`config.mk`:
```
export PLATFORM = sky130hd
export DESIGN_NAME = fstat_sched
export DESIGN_NICKNAME = d
export VERILOG_FILES = /design/src/rtl/fstat_pkg.sv /design/src/rtl/fstat_cal_store.sv /design/src/rtl/fstat_parity.sv /design/src/rtl/fstat_seq.sv /design/src/rtl/fstat_sched.sv
export SDC_FILE = /design/constraint.sdc
export NUM_CORES = 2
export LEC_CHECK = 0
export ABC_CLOCK_PERIOD_IN_PS = 10400
export BUFFER_PORTS_ARGS = -buffer_cell sky130_fd_sc_hd__clkbuf_2
export CAP_MARGIN = 20
export CORE_MARGIN = 5
export CORE_UTILIZATION = 50
export CTS_BUF_LIST = sky130_fd_sc_hd__clkbuf_4
export DETAILED_ROUTE_END_ITERATION = 10
export MAX_ROUTING_LAYER = met4
export PLACE_DENSITY = 0.72
export SLEW_MARGIN = 20
export SYNTH_ARGS = -nofsm -noshare
export SYNTH_HDL_FRONTEND = slang
export SYNTH_SLANG_ARGS = --single-unit
```
`constraint.sdc`:
```
create_clock -name clk -period 10.4 [get_ports clk]
set_input_delay 1.04 -clock clk [delete_from_list [all_inputs] [get_ports clk]]
set_output_delay 1.04 -clock clk [all_outputs]
set_load 0.1 [all_outputs]
```
`src/rtl/fstat_pkg.sv`:
```
package fstat_pkg;
   typedef enum logic [2:0] {
      S_OFF   = 3'd0,
      S_TRAIN = 3'd1,
      S_FRAME = 3'd2,
      S_ENTRY = 3'd3,
      S_DIP   = 3'd4
   } fstat_state_e;

   localparam logic [1:0] FRAME_CODE = 2'b11;
   localparam logic [1:0] TRAIN_LO   = 2'b00;
endpackage

```
`src/rtl/fstat_cal_store.sv`:
```
module fstat_cal_store #(
   parameter int DEPTH  = 256,
   parameter int PORT_W = 4,
   parameter int AW     = $clog2(DEPTH)
) (
   input  logic              clk,
   input  logic              wr_en,
   input  logic              wr_sel,
   input  logic [AW-1:0]     wr_addr,
   input  logic [PORT_W-1:0] wr_port,
   input  logic              rd_sel,
   input  logic [AW-1:0]     rd_addr,
   output logic [PORT_W-1:0] rd_port
);
   logic [PORT_W-1:0] rd_bank [2];

   for (genvar c = 0; c < 2; c++) begin : g_bank
      logic [PORT_W-1:0] mem [DEPTH];
      always_ff @(posedge clk) begin
         if (wr_en && (wr_sel == c[0])) begin
            mem[wr_addr] <= wr_port;
         end
      end
      assign rd_bank[c] = mem[rd_addr];
   end

   assign rd_port = rd_sel ? rd_bank[1] : rd_bank[0];
endmodule

```
`src/rtl/fstat_parity.sv`:
```
module fstat_parity #(
   parameter bit ODD = 1'b1
) (
   input  logic       clk,
   input  logic       rst_n,
   input  logic       clr,
   input  logic       add,
   input  logic [1:0] word_in,
   output logic [1:0] dip
);
   logic [1:0] acc;

   always_ff @(posedge clk or negedge rst_n) begin
      if (!rst_n) begin
         acc <= 2'b00;
      end else if (clr) begin
         acc <= 2'b00;
      end else if (add) begin
         acc <= acc ^ word_in;
      end
   end

   if (ODD) begin : g_odd
      assign dip = ~acc;
   end else begin : g_even
      assign dip = acc;
   end


   clr_wins_chk: assert property (@(posedge clk) disable iff (!rst_n)
      clr |=> (acc == 2'b00));
endmodule

```
`src/rtl/fstat_seq.sv`:
```
module fstat_seq
   import fstat_pkg::*;
#(
   parameter int AW         = 8,
   parameter int INT_W      = 24,
   parameter int REP_W      = 8,
   parameter int TRAIN_HALF = 10
) (
   input  logic             clk,
   input  logic             rst_n,
   input  logic             en,
   input  logic [INT_W-1:0] interval,
   input  logic [REP_W-1:0] repeat_m1,
   input  logic             sw_en,
   input  logic             sel,
   input  logic [AW-1:0]    len0,
   input  logic [AW-1:0]    len1,
   output fstat_state_e     st,
   output logic             train_hi,
   output logic [AW-1:0]    idx,
   output logic             act_cal
);
   localparam int TW = $clog2(2 * TRAIN_HALF);
   localparam logic [TW-1:0] W_LAST = TW'(2 * TRAIN_HALF - 1);
   localparam logic [TW-1:0] W_HALF = TW'(TRAIN_HALF);

   logic [TW-1:0]    wcnt;
   logic [REP_W-1:0] rep;
   logic [INT_W-1:0] pass;
   logic [AW-1:0]    len_q;
   logic [INT_W:0]   pass_nx;
   logic             pick;

   assign pass_nx  = {1'b0, pass} + 1'b1;
   assign pick     = sw_en & sel;
   assign train_hi = (wcnt < W_HALF);

   always_ff @(posedge clk or negedge rst_n) begin
      if (!rst_n) begin
         st      <= S_OFF;
         wcnt    <= '0;
         rep     <= '0;
         pass    <= '0;
         idx     <= '0;
         len_q   <= '0;
         act_cal <= 1'b0;
      end else if (!en) begin
         st   <= S_OFF;
         pass <= '0;
      end else begin
         unique case (st)
            S_OFF: begin
               st   <= S_TRAIN;
               rep  <= '0;
               wcnt <= '0;
            end
            S_TRAIN: begin
               if (wcnt == W_LAST) begin
                  wcnt <= '0;
                  if (rep >= repeat_m1) st <= S_FRAME;
                  else                  rep <= rep + 1'b1;
               end else begin
                  wcnt <= wcnt + 1'b1;
               end
            end
            S_FRAME: begin
               act_cal <= pick;
               len_q   <= pick ? len1 : len0;
               idx     <= '0;
               st      <= S_ENTRY;
            end
            S_ENTRY: begin
               if (idx == len_q) st  <= S_DIP;
               else              idx <= idx + 1'b1;
            end
            S_DIP: begin
               if (interval == '0) begin
                  pass <= '0;
                  st   <= S_FRAME;
               end else if (pass_nx >= {1'b0, interval}) begin
                  pass <= '0;
                  rep  <= '0;
                  wcnt <= '0;
                  st   <= S_TRAIN;
               end else begin
                  pass <= pass_nx[INT_W-1:0];
                  st   <= S_FRAME;
               end
            end
            default: st <= S_OFF;
         endcase
      end
   end


   drop_to_idle_chk: assert property (@(posedge clk) disable iff (!rst_n)
      !en |=> (st == S_OFF));


   frame_then_entry_chk: assert property (@(posedge clk) disable iff (!rst_n)
      (en && st == S_FRAME) |=> (st == S_ENTRY));


   no_retrain_chk: assert property (@(posedge clk) disable iff (!rst_n)
      (en && st == S_DIP && interval == '0) |=> (st == S_FRAME));


   cal_hold_chk: assert property (@(posedge clk) disable iff (!rst_n)
      (st == S_ENTRY) |=> (st != S_ENTRY || ($stable(act_cal) && $stable(len_q))));


   idx_bound_chk: assert property (@(posedge clk) disable iff (!rst_n)
      (st == S_ENTRY) |-> (idx <= len_q));


   train_word_chk: assert property (@(posedge clk) disable iff (!rst_n)
      (st == S_TRAIN) |-> (wcnt <= W_LAST));
endmodule

```
`src/rtl/fstat_sched.sv`:
```
module fstat_sched
   import fstat_pkg::*;
#(
   parameter int NPORTS     = 16,
   parameter int CAL_DEPTH  = 256,
   parameter int INT_W      = 24,
   parameter int REP_W      = 8,
   parameter int TRAIN_HALF = 10,
   parameter bit ODD_DIP    = 1'b1,
   localparam int PORT_W    = $clog2(NPORTS),
   localparam int AW        = $clog2(CAL_DEPTH)
) (
   input  logic                clk,
   input  logic                rst_n,
   input  logic                cfg_enable,
   input  logic [INT_W-1:0]    cfg_interval,
   input  logic [REP_W-1:0]    cfg_repeat,
   input  logic                cfg_cal_sw_en,
   input  logic                cfg_cal_sel,
   input  logic [AW-1:0]       cfg_len0,
   input  logic [AW-1:0]       cfg_len1,
   input  logic                cal_wr_en,
   input  logic                cal_wr_sel,
   input  logic [AW-1:0]       cal_wr_addr,
   input  logic [PORT_W-1:0]   cal_wr_port,
   input  logic [2*NPORTS-1:0] port_status,
   output logic [1:0]          stat_out
);
   if ((1 << PORT_W) != NPORTS || NPORTS < 2) begin : g_bad_ports
      $error("NPORTS must be a power of two, at least 2");
   end
   if ((1 << AW) != CAL_DEPTH || CAL_DEPTH < 2) begin : g_bad_depth
      $error("CAL_DEPTH must be a power of two, at least 2");
   end
   if (TRAIN_HALF < 1) begin : g_bad_train
      $error("TRAIN_HALF must be at least 1");
   end

   fstat_state_e      st;
   logic              train_hi;
   logic [AW-1:0]     idx;
   logic              act_cal;
   logic [PORT_W-1:0] rd_port;
   logic [1:0]        entry_word;
   logic [1:0]        dip;
   logic [1:0]        word;

   fstat_seq #(
      .AW(AW), .INT_W(INT_W), .REP_W(REP_W), .TRAIN_HALF(TRAIN_HALF)
   ) u_seq (
      .clk(clk), .rst_n(rst_n), .en(cfg_enable),
      .interval(cfg_interval), .repeat_m1(cfg_repeat),
      .sw_en(cfg_cal_sw_en), .sel(cfg_cal_sel),
      .len0(cfg_len0), .len1(cfg_len1),
      .st(st), .train_hi(train_hi), .idx(idx), .act_cal(act_cal)
   );

   fstat_cal_store #(
      .DEPTH(CAL_DEPTH), .PORT_W(PORT_W), .AW(AW)
   ) u_cal (
      .clk(clk), .wr_en(cal_wr_en), .wr_sel(cal_wr_sel),
      .wr_addr(cal_wr_addr), .wr_port(cal_wr_port),
      .rd_sel(act_cal), .rd_addr(idx), .rd_port(rd_port)
   );

   assign entry_word = port_status[{rd_port, 1'b0} +: 2];

   fstat_parity #(.ODD(ODD_DIP)) u_par (
      .clk(clk), .rst_n(rst_n),
      .clr(st == S_FRAME), .add(st == S_ENTRY),
      .word_in(entry_word), .dip(dip)
   );

   always_comb begin
      unique case (st)
         S_TRAIN: word = train_hi ? FRAME_CODE : TRAIN_LO;
         S_ENTRY: word = entry_word;
         S_DIP:   word = dip;
         default: word = FRAME_CODE;
      endcase
   end

   assign stat_out = word;


   idle_code_chk: assert property (@(posedge clk) disable iff (!rst_n)
      (st == S_OFF) |-> (stat_out == FRAME_CODE));
endmodule

```
==> impl_metrics.prom <==
# TYPE chip_impl_metric gauge
chip_impl_metric{name="antenna_left",unit=""} 0
chip_impl_info{name="ys_top_cells_by_count",value="edfxtp_1 (2048), nor2_1 (587), mux4_2 (517)"} 1
chip_impl_info{name="clockRootBuffer",value="clkbuf_4"} 1
chip_impl_metric{name="clk_pin_slew_worst_paths",unit="ns"} 0.07
chip_impl_metric{name="layout.area.seq",unit="um^2"} 63000
chip_impl_metric{name="initial_utilization",unit="%"} 50.3
chip_impl_metric{name="postCtsSetupBuffers",unit=""} 0
chip_impl_metric{name="slew_headroom",unit="%"} 13.9
chip_impl_metric{name="worst-path-max-fanout",unit=""} 49
chip_impl_metric{name="place_worst_setup_slack",unit="ns"} 3.18
chip_impl_metric{name="synth_net_count",unit=""} 4657
chip_impl_metric{name="chipHeight",unit="um"} 423
chip_impl_metric{name="clock_insertion_delay_at_the_later_pin_of_the_skew_report",unit="ns"} 1.35
chip_impl_info{name="synthFlopType",value="edfxtp_1"} 1
chip_impl_info{name="synth_area_leaders",value="edfxtp_1 (72%), mux4_2 (14%), nor2_1 (2.6%)"} 1
chip_impl_metric{name="initial_antenna_violation_count",unit=""} 8
chip_impl_metric{name="drt_pass1_iterations",unit=""} 6
chip_impl_info{name="setup.worst_path.end_class",value="output pin"} 1
chip_impl_metric{name="yosys.area_share.simple",unit="%"} 5.12
chip_impl_metric{name="grt_max_degree",unit=""} 170
chip_impl_info{name="top_layer_used",value="met4"} 1
chip_impl_metric{name="tritoncts.num_buffers",unit=""} 535
chip_impl_metric{name="portBuffers",unit=""} 100
chip_impl_metric{name="via_count_of_the_first_global_routing_pass",unit=""} 47760
chip_impl_info{name="hold_class",value="in2reg"} 1
chip_impl_metric{name="finalHoldViolations",unit=""} 0
chip_impl_info{name="grt_setup_unrepaired",value="false"} 1
chip_impl_info{name="tritoncts",value="yes"} 1
chip_impl_metric{name="power.density_cell_area",unit="nW/um^2"} 215
chip_impl_metric{name="post_synth.cell_area_avg",unit="um^2"} 18.9
chip_impl_metric{name="design.die.area",unit="um^2"} 179000
chip_impl_metric{name="vias_per_cell",unit=""} 6.30
chip_impl_metric{name="clock_path_buffers",unit=""} 4
chip_impl_metric{name="synth_compound_gate_area_share",unit="%"} 2.58
chip_impl_metric{name="p_leak",unit="nW"} 30.1
chip_impl_info{name="path_class",value="reg2out"} 1
chip_impl_metric{name="route.detailed.drc",unit=""} 0
chip_impl_metric{name="drt-wirelength-per-cell",unit="um"} 29.2
chip_impl_metric{name="finalWirelength",unit="um"} 220000
chip_impl_metric{name="cts.sink_count",unit=""} 2107
chip_impl_metric{name="syn_inst",unit=""} 4522
chip_impl_metric{name="core-area",unit="um^2"} 170000
chip_impl_metric{name="setup_tns",unit="ns"} 0
chip_impl_metric{name="crit_required",unit="ns"} 9.36
chip_impl_metric{name="synth.distinct_cells",unit=""} 72
chip_impl_info{name="synthMostInstantiatedCell",value="edfxtp_1"} 1
chip_impl_metric{name="die_width",unit="um"} 423
chip_impl_metric{name="clock_tree.htree_level_count",unit=""} 6
chip_impl_metric{name="worst_slew_pin_slew",unit="ns"} 1.29
chip_impl_metric{name="yosysWarningCount",unit=""} 0
chip_impl_metric{name="irDropWorstVdd",unit="uV"} 139
chip_impl_metric{name="areaGrowthSynthToFinish",unit="%"} 11.1
chip_impl_metric{name="ys_seq_area_share",unit="%"} 73.7
chip_impl_info{name="worstSetupStartpointType",value="flop"} 1
chip_impl_metric{name="place_inst",unit=""} 6649
chip_impl_metric{name="detail_route.wirelength.met1",unit="um"} 83100
chip_impl_metric{name="fin_cells",unit=""} 7540
chip_impl_metric{name="post_synth_fa_ha_maj_area_fraction",unit="%"} 0.527
chip_impl_metric{name="post_synth_edffs",unit=""} 2048
chip_impl_metric{name="fillerInstances",unit=""} 12734
chip_impl_metric{name="dr_total_vias",unit=""} 47486
chip_impl_metric{name="number_of_placement_rows",unit=""} 151
chip_impl_metric{name="share_of_async_settable_or_async_resettable_flops_after_synthesis",unit="%"} 2.80
chip_impl_metric{name="min_period",unit="ns"} 8.49
chip_impl_metric{name="grt_pass1_wl",unit="um"} 320000
chip_impl_metric{name="timing.final.max_slew_violations",unit=""} 0
chip_impl_metric{name="cap_viol_max_count",unit=""} 0
chip_impl_metric{name="setup_viol",unit=""} 0
chip_impl_metric{name="drtIter0Drc",unit=""} 6489
chip_impl_metric{name="wl_met3",unit="um"} 26200
chip_impl_metric{name="synth_mux_area_share",unit="%"} 15.7
chip_impl_metric{name="fin_worst_skew",unit="ns"} 0.123
chip_impl_metric{name="synth-seq-cells",unit=""} 2107
chip_impl_info{name="status",value="finished, final reports clean"} 1
chip_impl_metric{name="final_layout_size_suffix_gt1_share",unit="%"} 29.1
chip_impl_metric{name="final.period_utilization",unit="%"} 81.6
chip_impl_metric{name="rr_worst_depth",unit=""} 12
chip_impl_metric{name="synth_xor_xnor_area_share",unit="%"} 0.359
chip_impl_metric{name="mappedNetlistArea",unit="um^2"} 85400
chip_impl_info{name="combinational_family_with_the_most_area_after_synthesis",value="multiplexers"} 1
chip_impl_metric{name="finalWorstSetupSlack",unit="ns"} 1.91
chip_impl_metric{name="grt_use_total",unit="%"} 25.1
chip_impl_info{name="synth.largest_area_cell",value="edfxtp_1"} 1
chip_impl_metric{name="hold_path_depth",unit=""} 1
chip_impl_metric{name="timing.critical_path.arrival",unit="ns"} 7.45
chip_impl_metric{name="detailedPlacementHpwl",unit="um"} 131000
chip_impl_metric{name="timing.fmax",unit="MHz"} 118
chip_impl_metric{name="met2WireLength",unit="um"} 102000
chip_impl_metric{name="synth_top_area_share",unit="%"} 72.0
chip_impl_metric{name="overflow",unit=""} 0
chip_impl_metric{name="design.final.nets",unit=""} 5124
chip_impl_metric{name="num_io_pins",unit=""} 101
chip_impl_metric{name="gpl_congestion",unit=""} 0.882
chip_impl_metric{name="multi_input_comb_area",unit="um^2"} 20800
[state kept, by name, indices dropped and copies added (netlist names), 2 cells and up]
register / cells
u_seq.pass: 24
u_seq.idx: 8
u_seq.wcnt: 5
u_cal.g_bank.mem: 2048
u_seq.rep: 8
u_seq.st: 3
u_seq.len_q: 8
u_par.acc: 2
[worst paths after layout]
path,from,to,slack [ns]
max,u_seq.idx[2],stat_out[1],1.91
min,cal_wr_port[1],u_cal.g_bank[0].mem[155][1],0.08
max reg2reg,u_seq.idx[2],u_par.acc[0],4.64
min reg2reg,u_par.acc[0],u_par.acc[0],0.48
max in group asynchronous,rst_n,u_seq.idx[1],9.27
min in group asynchronous,rst_n,u_seq.wcnt[4],0.45
[stage by stage]
step                hold slack, ns  total power (W)  utilization, %  area, um^2
detailed placement           0.477           0.0136            51.9       88100
CTS                         0.0570           0.0205            55.9       94800
global placement             0.463           0.0135            51.9       88000
global route              -0.00303           0.0211            55.9       94900
floorplan                    0.443           0.0123               -       85400
finish                      0.0848           0.0204            55.9       94900
[logic make-up after synthesis]
group	Yosys count
AOI/OAI and AO/OA	316
xor gates and xnor gates	35
adders and majority gates	36
buffers and inverters	325
DFF	2107
muxes	683
and+or+nand+nor	1020
[critical path: stages, from the launching register on]
cell	delay, ns
dfrtp_4	0.87
buf_4	0.51
inv_8	0.29
nor2_1	1.03
a22oi_1	0.24
nand4_1	0.20
o211ai_1	0.14
o311ai_1	0.81
a22oi_2	0.44
mux4_2	0.55
mux2i_1	0.20
o22ai_2	0.13
or2_1	0.25
clkbuf_2	0.37
[layout make-up]
class	count	area share (%)
Antenna cell	10	0.0264
Clock buffer	748	5.92
Clock inverter	112	0.975
Inverter	50	0.206
Multi-Input combinational cell	2090	21.9
Sequential cell	2107	66.4
Tap cell	2218	2.93
Timing Repair Buffer	205	1.61
[per-layer routing]
layer / vias to the layer above / global-route usage, %
li1: 19458 / -
met1: 24220 / 33.8
met2: 3262 / 36.6
met3: 546 / 6.98
met4: 0 / 10.5
met5: - / -
[timing repair]
item / CTS / global route
hold endpoints to repair: 68 / 0
resized for setup: 0 / 0
hold buffers: 18 / 0
[power breakdown]
group | switching, W | total (W) | internal [W]
clock | 0.00319 | 0.00695 | 0.00376
combinational | 0.00228 | 0.00395 | 0.00166
sequential | 0.000122 | 0.00948 | 0.00936
total | 0.00559 | 0.0204 | 0.0148
[cell usage in the layout, fill, tap and decap left out, drive strengths merged, types with 30 or more instances in the layout]
| cell | instances |
|---|---|
| buf | 91 |
| ha | 36 |
| dfrtp | 59 |
| edfxtp | 2048 |
| clkbuf | 844 |
| inv | 65 |
| nand2 | 178 |
| clkinv | 78 |
| a21oi | 68 |
| nor2b | 38 |
| nand3 | 84 |
| nor2 | 587 |
| mux4 | 522 |
| nand4 | 30 |
| mux2i | 147 |
| a22oi | 39 |
| o21ai | 42 |
No activity file was read; power rests on OpenSTA's default activity.
